$ cat src/rtl/uas_pkg.sv
`timescale 1ns/1ps
package uas_pkg;
   typedef enum logic [1:0] {
      FN_AND  = 2'b00,
      FN_OR   = 2'b01,
      FN_NOTB = 2'b10,
      FN_ADD  = 2'b11
   } alu_fn_e;

   // adder construction variants
   localparam int ADDER_INFER  = 0;
   localparam int ADDER_RIPPLE = 1;
endpackage

$ cat src/rtl/uas_operand_gate.sv
`timescale 1ns/1ps
module uas_operand_gate #(
   parameter int WIDTH = 32
) (
   input  logic [WIDTH-1:0] hold_val,
   input  logic [WIDTH-1:0] bbus_val,
   input  logic             en_left,
   input  logic             en_right,
   input  logic             inv_left,
   output logic [WIDTH-1:0] left_op,
   output logic [WIDTH-1:0] right_op
);
   logic [WIDTH-1:0] left_gated;

   always_comb begin
      left_gated = en_left  ? hold_val : '0;
      left_op    = inv_left ? ~left_gated : left_gated;
      right_op   = en_right ? bbus_val : '0;
   end
endmodule

$ cat src/rtl/uas_func_core.sv
`timescale 1ns/1ps
module uas_func_core
   import uas_pkg::*;
#(
   parameter int WIDTH       = 32,
   parameter int ADDER_STYLE = ADDER_INFER
) (
   input  logic [WIDTH-1:0] left_op,
   input  logic [WIDTH-1:0] right_op,
   input  logic [1:0]       fn,
   input  logic             carry_in,
   output logic [WIDTH-1:0] result
);
   logic [WIDTH-1:0] sum;

   generate
      if (ADDER_STYLE == ADDER_RIPPLE) begin : g_ripple
         logic [WIDTH:0] carry;
         assign carry[0] = carry_in;
         for (genvar i = 0; i < WIDTH; i++) begin : g_bit
            assign sum[i]     = left_op[i] ^ right_op[i] ^ carry[i];
            assign carry[i+1] = (left_op[i] & right_op[i]) |
                                (carry[i] & (left_op[i] ^ right_op[i]));
         end
      end else begin : g_infer
         assign sum = left_op + right_op + {{(WIDTH-1){1'b0}}, carry_in};
      end
   endgenerate

   always_comb begin
      unique case (alu_fn_e'(fn))
         FN_AND:  result = left_op & right_op;
         FN_OR:   result = left_op | right_op;
         FN_NOTB: result = ~right_op;
         FN_ADD:  result = sum;
         default: result = sum;
      endcase
   end
endmodule

$ cat src/rtl/uas_shifter.sv
`timescale 1ns/1ps
module uas_shifter #(
   parameter int WIDTH     = 32,
   parameter int SHL_AMT   = 8,
   parameter int SHR_AMT   = 1,
   parameter bit SHR_ARITH = 1'b1
) (
   input  logic [WIDTH-1:0] din,
   input  logic             shl,
   input  logic             sra,
   output logic [WIDTH-1:0] dout
);
   logic [WIDTH-1:0] left_res;
   logic [WIDTH-1:0] right_res;

   assign left_res = din << SHL_AMT;

   generate
      if (SHR_ARITH) begin : g_arith
         assign right_res = WIDTH'($signed(din) >>> SHR_AMT);
      end else begin : g_logic
         assign right_res = din >> SHR_AMT;
      end
   endgenerate

   always_comb begin
      unique case ({shl, sra})
         2'b10:   dout = left_res;
         2'b01:   dout = right_res;
         default: dout = din;   // none, or the illegal pair
      endcase
   end
endmodule

$ cat src/rtl/uas_flag_reg.sv
`timescale 1ns/1ps
module uas_flag_reg #(
   parameter int WIDTH = 32
) (
   input  logic             clk,
   input  logic             rst_n,
   input  logic [WIDTH-1:0] raw_res,
   output logic             neg_now,
   output logic             zero_now,
   output logic             neg_q,
   output logic             zero_q
);
   assign neg_now  = raw_res[WIDTH-1];
   assign zero_now = (raw_res == '0);

   always_ff @(posedge clk or negedge rst_n) begin
      if (!rst_n) begin
         neg_q  <= 1'b0;
         zero_q <= 1'b0;
      end else begin
         neg_q  <= neg_now;
         zero_q <= zero_now;
      end
   end
endmodule

$ cat src/rtl/uarch_alu_shift.sv
`timescale 1ns/1ps
module uarch_alu_shift
   import uas_pkg::*;
#(
   parameter int WIDTH       = 32,
   parameter int SHL_AMT     = 8,
   parameter int SHR_AMT     = 1,
   parameter bit SHR_ARITH   = 1'b1,
   parameter int ADDER_STYLE = ADDER_INFER
) (
   input  logic             clk,
   input  logic             rst_n,
   input  logic [WIDTH-1:0] hold_val,
   input  logic [WIDTH-1:0] bbus_val,
   input  logic [1:0]       ctl_fn,
   input  logic             ctl_en_left,
   input  logic             ctl_en_right,
   input  logic             ctl_inv_left,
   input  logic             ctl_carry_in,
   input  logic             ctl_shl,
   input  logic             ctl_sra,
   output logic [WIDTH-1:0] cbus_out,
   output logic             neg_now,
   output logic             zero_now,
   output logic             neg_q,
   output logic             zero_q
);
   generate
      if (WIDTH < 2) begin : g_bad_width
         $error("uarch_alu_shift: WIDTH must be at least 2");
      end
      if (SHL_AMT < 1 || SHL_AMT >= WIDTH) begin : g_bad_shl
         $error("uarch_alu_shift: SHL_AMT out of range");
      end
      if (SHR_AMT < 1 || SHR_AMT >= WIDTH) begin : g_bad_shr
         $error("uarch_alu_shift: SHR_AMT out of range");
      end
      if (ADDER_STYLE != ADDER_INFER && ADDER_STYLE != ADDER_RIPPLE) begin : g_bad_add
         $error("uarch_alu_shift: unknown ADDER_STYLE");
      end
   endgenerate

   logic [WIDTH-1:0] left_op;
   logic [WIDTH-1:0] right_op;
   logic [WIDTH-1:0] alu_raw;

   uas_operand_gate #(.WIDTH(WIDTH)) u_gate (
      .hold_val (hold_val),
      .bbus_val (bbus_val),
      .en_left  (ctl_en_left),
      .en_right (ctl_en_right),
      .inv_left (ctl_inv_left),
      .left_op  (left_op),
      .right_op (right_op)
   );

   uas_func_core #(.WIDTH(WIDTH), .ADDER_STYLE(ADDER_STYLE)) u_core (
      .left_op  (left_op),
      .right_op (right_op),
      .fn       (ctl_fn),
      .carry_in (ctl_carry_in),
      .result   (alu_raw)
   );

   uas_shifter #(
      .WIDTH(WIDTH), .SHL_AMT(SHL_AMT), .SHR_AMT(SHR_AMT), .SHR_ARITH(SHR_ARITH)
   ) u_shift (
      .din  (alu_raw),
      .shl  (ctl_shl),
      .sra  (ctl_sra),
      .dout (cbus_out)
   );

   uas_flag_reg #(.WIDTH(WIDTH)) u_flags (
      .clk      (clk),
      .rst_n    (rst_n),
      .raw_res  (alu_raw),
      .neg_now  (neg_now),
      .zero_now (zero_now),
      .neg_q    (neg_q),
      .zero_q   (zero_q)
   );
endmodule

$ cat config.mk
export PLATFORM = sky130hd
export DESIGN_NAME = uarch_alu_shift
export DESIGN_NICKNAME = d
export VERILOG_FILES = /design/src/rtl/uas_pkg.sv /design/src/rtl/uas_operand_gate.sv /design/src/rtl/uas_func_core.sv /design/src/rtl/uas_shifter.sv /design/src/rtl/uas_flag_reg.sv /design/src/rtl/uarch_alu_shift.sv
export SDC_FILE = /design/constraint.sdc
export NUM_CORES = 1
export LEC_CHECK = 0
export ABC_AREA = 1
export CAP_MARGIN = 40
export CORE_MARGIN = 2
export CORE_UTILIZATION = 54
export CTS_CLUSTER_DIAMETER = 50
export DETAILED_ROUTE_END_ITERATION = 7
export PLACE_DENSITY = 0.8
export SLEW_MARGIN = 25
export SYNTH_ARGS = -nofsm -noshare
export SYNTH_HDL_FRONTEND = slang
export SYNTH_SLANG_ARGS = --single-unit
$ cat constraint.sdc
create_clock -name clk -period 5.6 [get_ports clk]
set_clock_uncertainty 0.2 [all_clocks]
set_input_delay 0.84 -clock clk [delete_from_list [all_inputs] [get_ports clk]]
set_output_delay 0.84 -clock clk [all_outputs]
set_load 0.05 [all_outputs]
==> reports/qor.csv, run 1 <==
metric,value,unit
Gate power share,0.928,
# DRC,0,
CTS Root Cell,clkbuf_8,
first-pass GRT wire length,29100,um
via count,6519,
Setup CP Type,input port to primary output,
CP endpoint kind,primary output,
chip width,101,um
leakage power,0.00382,uW
register clock-pin slew on the reported worst setup and hold paths,30,ps
crit-path max FO,31,
Die ar.,10200,um2
Post-Syn Area,5070,um2
deepest level of the CTS H-tree,1,
routed length per instance,14.9,um
Synth Instances,998,
Crit. path cell count,19,
core utilization of the finished layout,0.726,
"critical path, cell by cell",clkdlybuf4s50_1 > buf_12 > nand2_1 > xor2_1 > ha_1 > nand2_1 > nor2_1 > and2_1 > nand2_1 > nand2_1 > nand3_1 > nand2_1 > nand2_1 > nand3_1 > nand4_2 > buf_4 > nand2_1 > o221ai_1 > buf_12,
PwrDens,154,nW/um2
RePlAce Congestion,1.04,
Final min period,5350,ps
"Arr. time, crit path",4310,ps
final setup fails,0,
drt first pass iters,5,
Tot Pwr,1020,uW
ratio of cells with drive above 1 in the final layout,0.0641,
Die H,101,um
vias in the first global route,6003,
post-synthesis net count,1140,
Critical path buffers and inverters,4,
cell family contributing the most delay on the critical path,simple AND/OR/NAND/NOR gates,
highest clock rate,187,MHz
CP Launch Type,input port,
num ports,110,
final WL,18000,um
GRT overflow,0,
Num Clock Sinks,2,
Core ar.,9150,um2
Seq cells post-synth,2,
Int Power,428,uW
clock power share,0.056,
ANT cells,0,
post-DP HPWL,14700,um
final setup TNS,0,ps
max_cap viols,0,
Slew @ Worst Pin,727,ps
ys async rst share,1.00,
Max IR drop VDD,0.0872,mV
CTS tree,built,
CP max stage delay,530,ps
DR iter-0 viols,506,
Slew headroom,0.514,
Inserted Clock Buffers,3,
outcome,finished clean,
Area Growth Syn to Fin,31.1,%
Min-Delay Path Class,input port to async pin,
period utilisation layout,0.956,
Row Count,35,
"antenna viol nets, final",0,
commonest cells in the synthesized netlist,"381 x nand2_1, 195 x inv_1, 66 x ha_1",
Sw Share,0.583,
Final Max Tran Viols,0,
main flop type after synthesis,dfrtp_1,
Synth area leader,nand2_1,
nets,1236,
"Max stage delay cell, worst path",clkdlybuf4s50_1,
largest cells by area after synthesis,"nand2_1 28%, ha_1 16%, inv_1 14%",
initial antenna violation count,0,
RSZ-0062 raised after global routing,no,
most frequent cell after synthesis,nand2_1,
vias per cell,5.42,
syn_area_per_cell,5.08,um2
Final Hold Viols,0,
"Distinct cells, synth",40,
sequential fraction of the synthesis area,0.00987,
Post-synth EDFFs,0,
PortBufs,109,
Post CTS Setup Buffer Count,0,
initial core utilization,0.554,
switching power,597,uW
maximum buffer depth of the clock tree,2,
gr usage total,0.356,
Yosys warnings,0,
Worst Path Required,4560,ps
Flop pwr share,0.016,
area share of the largest cell type after synthesis,0.282,
CP dominant cell by count,nand2_1,
largest net degree at the start of global routing,35,
## layout make-up
cell class	instances	area [um2]
fillers	824	2510
repair buffers	123	1540
flip-flops and latches	2	50.0
clock buffers	3	41.3
inverters	199	747
multi-input cells	765	4120
well taps	111	139
## power by group through the flow
stage | sequential, uW | clock, uW | combinational (uW)
floorplan | 19.8 | 0 | 569
global route | 16.1 | 59.9 | 1030
CTS | 16.1 | 59.1 | 938
detailed placement | 16.0 | 0 | 935
finish | 16.1 | 57.6 | 951
global placement | 15.9 | 0 | 925
## stage by stage
step           setup WS [ps]  instances  hold WS [ps]  instance area [um2]
6_report                 247       1203           594                 6650
5_1_grt                 14.8       1203           601                 6650
2_1_floorplan            449        998           344                 5070
4_1_cts                  189       1203           590                 6630
3_5_place_dp             194       1200           813                 6590
3_3_place_gp             327       1200           814                 6590
## registers in the layout (all words and copies together) (netlist names)
| name | cells |
|---|---|
| u_flags.neg_q | 1 |
| u_flags.zero_q | 1 |
## cell usage in the layout, fill, tap and decap left out, drive strengths merged, types with 2 or more instances in the layout
| cell | Yosys | layout |
|---|---|---|
| ha | 66 | 66 |
| o22ai | 10 | 10 |
| clkbuf | 17 | 3 |
| or2 | 5 | 5 |
| fa | 2 | 2 |
| xor2 | 32 | 32 |
| nand2 | 383 | 383 |
| o221ai | 21 | 21 |
| nor2 | 55 | 55 |
| nor3 | 6 | 6 |
| buf | 15 | 49 |
| inv | 198 | 198 |
| o21ai | 65 | 65 |
| clkdlybuf4s50 | 0 | 74 |
| nand4 | 5 | 5 |
| a21oi | 34 | 34 |
| nand3b | 9 | 9 |
| dfrtp | 2 | 2 |
| o21bai | 3 | 3 |
| a22oi | 2 | 2 |
| nand3 | 62 | 62 |
## worst max-delay path by stage
stage	startpoint	end
floorplan	ctl_inv_left	zero_now
global placement	ctl_en_left	zero_now
finish	ctl_en_left	cbus_out[30]
global route	ctl_en_left	zero_now
detailed placement	ctl_en_left	zero_now
CTS	ctl_en_left	zero_now
## cells by family (layout without fill, tap and decap cells)
logic type	after synthesis	in the layout	share of synthesized area
buffers and inverters	231	325	0.179
DFF	2	2	0.00987
AOI/OAI and AO/OA	138	138	0.161
xor gates and xnor gates	32	32	0.0553
and+or+nand+nor	527	527	0.424
adders and majority gates	68	68	0.171
## routing by layer
metal  wire length [um]  vias up  part of all wire  track usage
met5                  0        -                 0            0
met4                523        0             0.029        0.104
met3               1520       39             0.085       0.0354
met2               7810      312              0.44        0.594
met1               8110     2879              0.45        0.482
li1                   -     3289                 -            -
## timing repair
action,in CTS,in global routing
gates resized for setup,0,4
setup endpoints to repair,0,1
hold buffers,0,0
endpoints found under the hold margin,0,0
No activity file was read; power rests on OpenSTA's default activity.
==> inputs of run 2 (changes only) <==
--- a/config.mk
+++ b/config.mk
@@ -8,11 +8,12 @@
 export ABC_AREA = 1
 export CAP_MARGIN = 40
 export CORE_MARGIN = 2
-export CORE_UTILIZATION = 54
+export CORE_UTILIZATION = 55
 export CTS_CLUSTER_DIAMETER = 50
 export DETAILED_ROUTE_END_ITERATION = 7
 export PLACE_DENSITY = 0.8
 export SLEW_MARGIN = 25
 export SYNTH_ARGS = -nofsm -noshare
 export SYNTH_HDL_FRONTEND = slang
+export SYNTH_HIERARCHICAL = 1
 export SYNTH_SLANG_ARGS = --single-unit
==> reports/qor.csv, run 2 <==
metric,value,unit,change
vias in the first global route,6650,,+11%
Flop pwr share,0.016,,about the same
Slew headroom,0.637,,+0.123
Die H,106,um,+4.8%
Worst Path Required,4560,ps,about the same
Final Max Tran Viols,0,,unchanged
ANT cells,0,,unchanged
Regs by FF count,"u_flags/neg_q (1), u_flags/zero_q (1)",,
Setup CP Type,input port to primary output,,
RePlAce Congestion,1.00,,-3.8%
ratio of cells with drive above 1 in the final layout,0.110,,+0.0458
RSZ-0062 raised after global routing,no,,
drt first pass iters,5,,unchanged
max_cap viols,0,,unchanged
CP endpoint kind,primary output,,
Post-Syn Area,5690,um2,+12%
outcome,finished clean,,
GRT overflow,0,,unchanged
Core ar.,10200,um2,+11%
post-synthesis net count,1280,,+12%
Area Growth Syn to Fin,26.2,%,
routed length per instance,13.5,um,-9.6%
Min-Delay Path Class,input port to async pin,,
main flop type after synthesis,dfrtp_1,,
Post CTS Setup Buffer Count,0,,unchanged
Sw Share,0.581,,-0.00193
ys async rst share,1.00,,unchanged
area share of the largest cell type after synthesis,0.292,,+0.00947
post-DP HPWL,15300,um,+3.4%
clock power share,0.060,,+0.004
crit-path max FO,16,,-48%
Filler cells,981,,+19%
Yosys warnings,6,,+6
final setup fails,0,,unchanged
highest clock rate,189,MHz,+1.1%
initial antenna violation count,0,,unchanged
Synth Instances,1138,,+14%
register clock-pin slew on the reported worst setup and hold paths,30,ps,about the same
nets,1382,,+12%
Num Clock Sinks,2,,unchanged
placed cell area,7120,um2,+8.0%
"Distinct cells, synth",31,,-23%
PortBufs,109,,unchanged
CTS Root Cell,clkbuf_8,,
Row Count,37,,+5.7%
gr usage total,0.334,,-0.0211
initial core utilization,0.559,,+0.00481
chip width,106,um,+4.8%
syn_area_per_cell,5.00,um2,-1.6%
sequential fraction of the synthesis area,0.00880,,-0.00108
Setup crit end,zero_now,,
via count,7187,,+10%
"commonest non-fill, non-tap cell in the layout",nand2_1,,
switching power,568,uW,-4.9%
hold buffer count at cts,0,,unchanged
Final min period,5290,ps,-58.3 ps
Final Non-Filler Cells,1374,,+14%
CP Launch Type,input port,,
CTS tree,built,,
core utilization of the finished layout,0.705,,-0.0210
leakage power,0.00417,uW,+9.3%
fin area,7180,um2,+8.1%
vias per cell,5.23,,-3.5%
DR iter-0 viols,471,,-6.9%
"Arr. time, crit path",4250,ps,-60 ps
largest cells by area after synthesis,"nand2_1 29%, ha_1 15%, inv_1 14%",,
num ports,110,,unchanged
maximum buffer depth of the clock tree,2,,unchanged
commonest cells in the synthesized netlist,"442 x nand2_1, 212 x inv_1, 150 x nand3_1",,
deepest level of the CTS H-tree,1,,unchanged
PwrDens,136,nW/um2,-12%
final setup TNS,0,ps,unchanged
Synth area leader,nand2_1,,
Seq cells post-synth,2,,unchanged
largest net degree at the start of global routing,56,,+60%
Final Hold Viols,0,,unchanged
# DRC,0,,unchanged
Die ar.,11200,um2,+9.8%
Slew @ Worst Pin,544,ps,-183 ps
Max IR drop VDD,0.109,mV,+26%
period utilisation layout,0.945,,-0.0104
Int Power,410,uW,-4.2%
placed instance count,1370,,+14%
"antenna viol nets, final",0,,unchanged
Critical Path Source,ctl_en_right,,
most frequent cells in the layout,"442 x nand2_1, 212 x inv_1, 150 x nand3_1",,
Gate power share,0.924,,-0.004
final WL,18500,um,+3.2%
Inserted Clock Buffers,3,,unchanged
first-pass GRT wire length,30900,um,+6.3%
most frequent cell after synthesis,nand2_1,,
Post-synth EDFFs,0,,unchanged
-- run 2: cell types whose count changed after synthesis, sizes merged, moves of 6 or more --
cell and delta:
or2 +17, xor2 -32, inv +21, nand3 +95, o2111ai +14, o21ai -48, nor2 +12, o22ai -10
o221ai -21, nand3b -6, buf +24, clkbuf -11, nand4 +14, nand2 +76
-- run 2: cell type report --
class | instances | area, um2 | share of cell area
clock buffers | 3 | 41.3 | 0.00575
well taps | 136 | 170 | 0.0237
flip-flops and latches | 2 | 50.0 | 0.00697
repair buffers | 142 | 1610 | 0.225
multi-input cells | 872 | 4480 | 0.624
inverters | 219 | 825 | 0.115
-- run 2: timing repair --
action	CTS	global route
resized for setup	1	4
hold endpoints to repair	0	0
endpoints found under the setup margin	1	4
-- run 2: critical path: stages --
cell	delay [ps]
clkdlybuf4s50_1	470
buf_12	180
nand2_1	70
inv_1	80
fa_1	470
fa_1	460
nand3_1	110
nand3_1	140
nand2_1	90
nand2_1	70
nand2_1	80
nand2_2	60
o21ai_1	190
nand4_1	190
nor2_1	130
nand2_1	60
nor2_1	140
nand2_1	120
nor2_4	140
buf_12	150
-- run 2: through the flow --
step	worst slack (ps)	hold slack, ps	power, uW
global placement	65.0	817	900
detailed placement	4.90	814	907
floorplan	639	344	580
finish	305	598	978
global route	10.3	595	1060
CTS	75.1	601	968
-- run 2: logic make-up after synthesis --
group	share of synthesized area
buffers and inverters	0.205
DFF	0.00880
AOI/OAI and AO/OA	0.0765
and+or+nand+nor	0.558
adders and majority gates	0.152
-- run 2: power by group through the flow --
stage	combinational, uW	clock (uW)	sequential, uW
global route	983	61.0	15.9
CTS	894	58.4	15.8
floorplan	561	0	18.8
global placement	884	0	15.7
finish	904	58.5	15.7
detailed placement	892	0	15.8
-- run 2: worst min path at each step --
| stage | start | endpoint | slack [ps] | cells after the start |
|---|---|---|---|---|
| 2_1_floorplan | rst_n | u_flags/neg_q$_DFF_PN0_ | 340 | 0 |
| 3_3_place_gp | rst_n | u_flags/neg_q$_DFF_PN0_ | 820 | 1 |
| 3_5_place_dp | rst_n | u_flags/neg_q$_DFF_PN0_ | 810 | 1 |
| 4_1_cts | rst_n | u_flags/neg_q$_DFF_PN0_ | 600 | 1 |
| 5_1_grt | rst_n | u_flags/neg_q$_DFF_PN0_ | 600 | 1 |
| 6_report | rst_n | u_flags/neg_q$_DFF_PN0_ | 600 | 1 |
-- run 2: routing by layer --
metal	vias up	share of wire	track usage
met5	-	0	0
met4	0	0.033	0.105
met3	47	0.063	0.0297
met2	268	0.46	0.589
met1	3164	0.44	0.429
li1	3708	-	-
==> inputs of run 3 (changes only) <==
--- a/config.mk
+++ b/config.mk
@@ -7,11 +7,13 @@
 export LEC_CHECK = 0
 export ABC_AREA = 1
 export CAP_MARGIN = 40
+export CELL_PAD_IN_SITES_DETAIL_PLACEMENT = 1
+export CELL_PAD_IN_SITES_GLOBAL_PLACEMENT = 2
 export CORE_MARGIN = 2
-export CORE_UTILIZATION = 55
+export CORE_UTILIZATION = 26
 export CTS_CLUSTER_DIAMETER = 50
 export DETAILED_ROUTE_END_ITERATION = 7
-export PLACE_DENSITY = 0.8
+export PLACE_DENSITY = 0.79
 export SLEW_MARGIN = 25
 export SYNTH_ARGS = -nofsm -noshare
 export SYNTH_HDL_FRONTEND = slang
==> reports/qor.csv, run 3 (synthesis results as in run 2) <==
metric,value,unit,change
outcome,finished clean,,
CP endpoint kind,primary output,,
Slew @ Worst Pin,718,ps,+174 ps
Die ar.,23100,um2,+110%
DR iter-0 viols,320,,-32%
"antenna viol nets, final",0,,unchanged
initial antenna violation count,0,,unchanged
PortBufs,109,,unchanged
Max IR drop VDD,0.0788,mV,-28%
drt first pass iters,4,,-1
cell family contributing the most delay on the critical path,simple AND/OR/NAND/NOR gates,,
largest net degree at the start of global routing,63,,+13%
deepest level of the CTS H-tree,1,,unchanged
gr usage total,0.202,,-0.132
Min-Delay Path Class,input port to async pin,,
Area Growth Syn to Fin,31.1,%,
chip width,152,um,+44%
post-DP HPWL,20100,um,+32%
vias in the first global route,7276,,+9.4%
final setup TNS,0,ps,unchanged
Core ar.,21600,um2,+110%
crit-path max FO,5,,-11
RePlAce Congestion,0.887,,-11%
Row Count,54,,+46%
highest clock rate,191,MHz,+1.1%
Crit. path cell count,23,,+15%
fin area,7460,um2,+3.9%
via count,7196,,+0.13%
Final Max Tran Viols,0,,unchanged
maximum buffer depth of the clock tree,2,,unchanged
final setup fails,0,,unchanged
period utilisation layout,0.935,,-0.0103
leakage power,0.00424,uW,+1.6%
Num Clock Sinks,2,,unchanged
num ports,110,,unchanged
placed cell area,7330,um2,+2.9%
Worst Path Required,4560,ps,about the same
Final Hold Viols,0,,unchanged
register clock-pin slew on the reported worst setup and hold paths,30,ps,about the same
vias per cell,4.71,,-9.9%
GRT overflow,0,,unchanged
ANT cells,0,,unchanged
"Max stage delay cell, worst path",clkdlybuf4s50_1,,
Die H,152,um,+44%
nets,1391,,+0.65%
max_cap viols,0,,unchanged
# DRC,0,,unchanged
CP Launch Type,input port,,
CTS Root Cell,clkbuf_16,,
first-pass GRT wire length,38400,um,+24%
PwrDens,143,nW/um2,+5.3%
CP dominant cell by count,nand2_1,,
Setup CP Type,input port to primary output,,
"critical path, cell by cell",clkdlybuf4s50_1 > nand2_1 > nand2_1 > nand2_1 > fa_2 > fa_2 > nand3_1 > nand3_2 > nand2_1 > nand2_1 > nand2_1 > nand2_2 > nand2_1 > nand3_1 > nand3_1 > nand4_1 > nor2_1 > nand2_1 > nor2_1 > nand2_1 > nor2_1 > buf_4 > buf_12,,
CP max stage delay,530,ps,+60 ps
Inserted Clock Buffers,3,,unchanged
Slew headroom,0.520,,-0.116
"commonest non-fill, non-tap cell in the layout",nand2_1,,
"Arr. time, crit path",4200,ps,-50 ps
Final min period,5240,ps,-57.8 ps
most frequent cells in the layout,"442 x nand2_1, 212 x inv_1, 149 x nand3_1",,
RSZ-0062 raised after global routing,no,,
ratio of cells with drive above 1 in the final layout,0.119,,+0.00883
final WL,23700,um,+28%
Regs by FF count,"u_flags/neg_q (1), u_flags/zero_q (1)",,
hold buffer count at cts,0,,unchanged
initial core utilization,0.263,,-0.295
routed length per instance,15.5,um,+15%
Critical path buffers and inverters,3,,-1
CTS tree,built,,
core utilization of the finished layout,0.345,,-0.360
placed instance count,1519,,+11%
Final Non-Filler Cells,1527,,+11%
-- run 3: stage by stage --
stage	worst slack [ps]	hold slack [ps]	total power [uW]
finish	363	583	1070
global route	44.3	590	1160
CTS	25.9	582	1070
detailed placement	45.8	816	958
global placement	110	810	948
floorplan	639	344	580
-- run 3: final cells by class --
type | instances | area (um2)
Clock buffer | 3 | 75.1
Fill cell | 3015 | 14200
Inverter | 219 | 825
Multi-Input combinational cell | 872 | 4490
Sequential cell | 2 | 50.0
Tap cell | 280 | 350
Timing Repair Buffer | 151 | 1670
-- run 3: report_power, final --
part           leakage, uW  switching, uW  internal, uW
clock            0.0000370           19.3          91.1
sequential       0.0000255          0.184          15.4
combinational      0.00418            585           358
total              0.00424            605           465
-- run 3: per-layer routing --
layer  vias to the layer above  track usage  wire length (um)  share of wire
li1                       3724            -                 -              -
met1                      3331        0.255             10700           0.45
met2                       112        0.378             11800           0.50
met3                        29       0.0123               640          0.027
met4                         0       0.0392               511          0.022
met5                         -            0                 0              0
-- run 3: repair_timing --
item                       CTS  global route
gates resized for setup      0             6
setup buffers                0             5
setup endpoints to repair    0             9
-- run 3: worst paths after layout --
kind | slack [ps] | end | from
setup / recovery | 360 | zero_now | hold_val[0]
hold / removal | 580 | u_flags/neg_q$_DFF_PN0_ | rst_n
max in group asynchronous | 4490 | u_flags/zero_q$_DFF_PN0_ | rst_n
min in group clk | 1480 | u_flags/neg_q$_DFF_PN0_ | bbus_val[31]
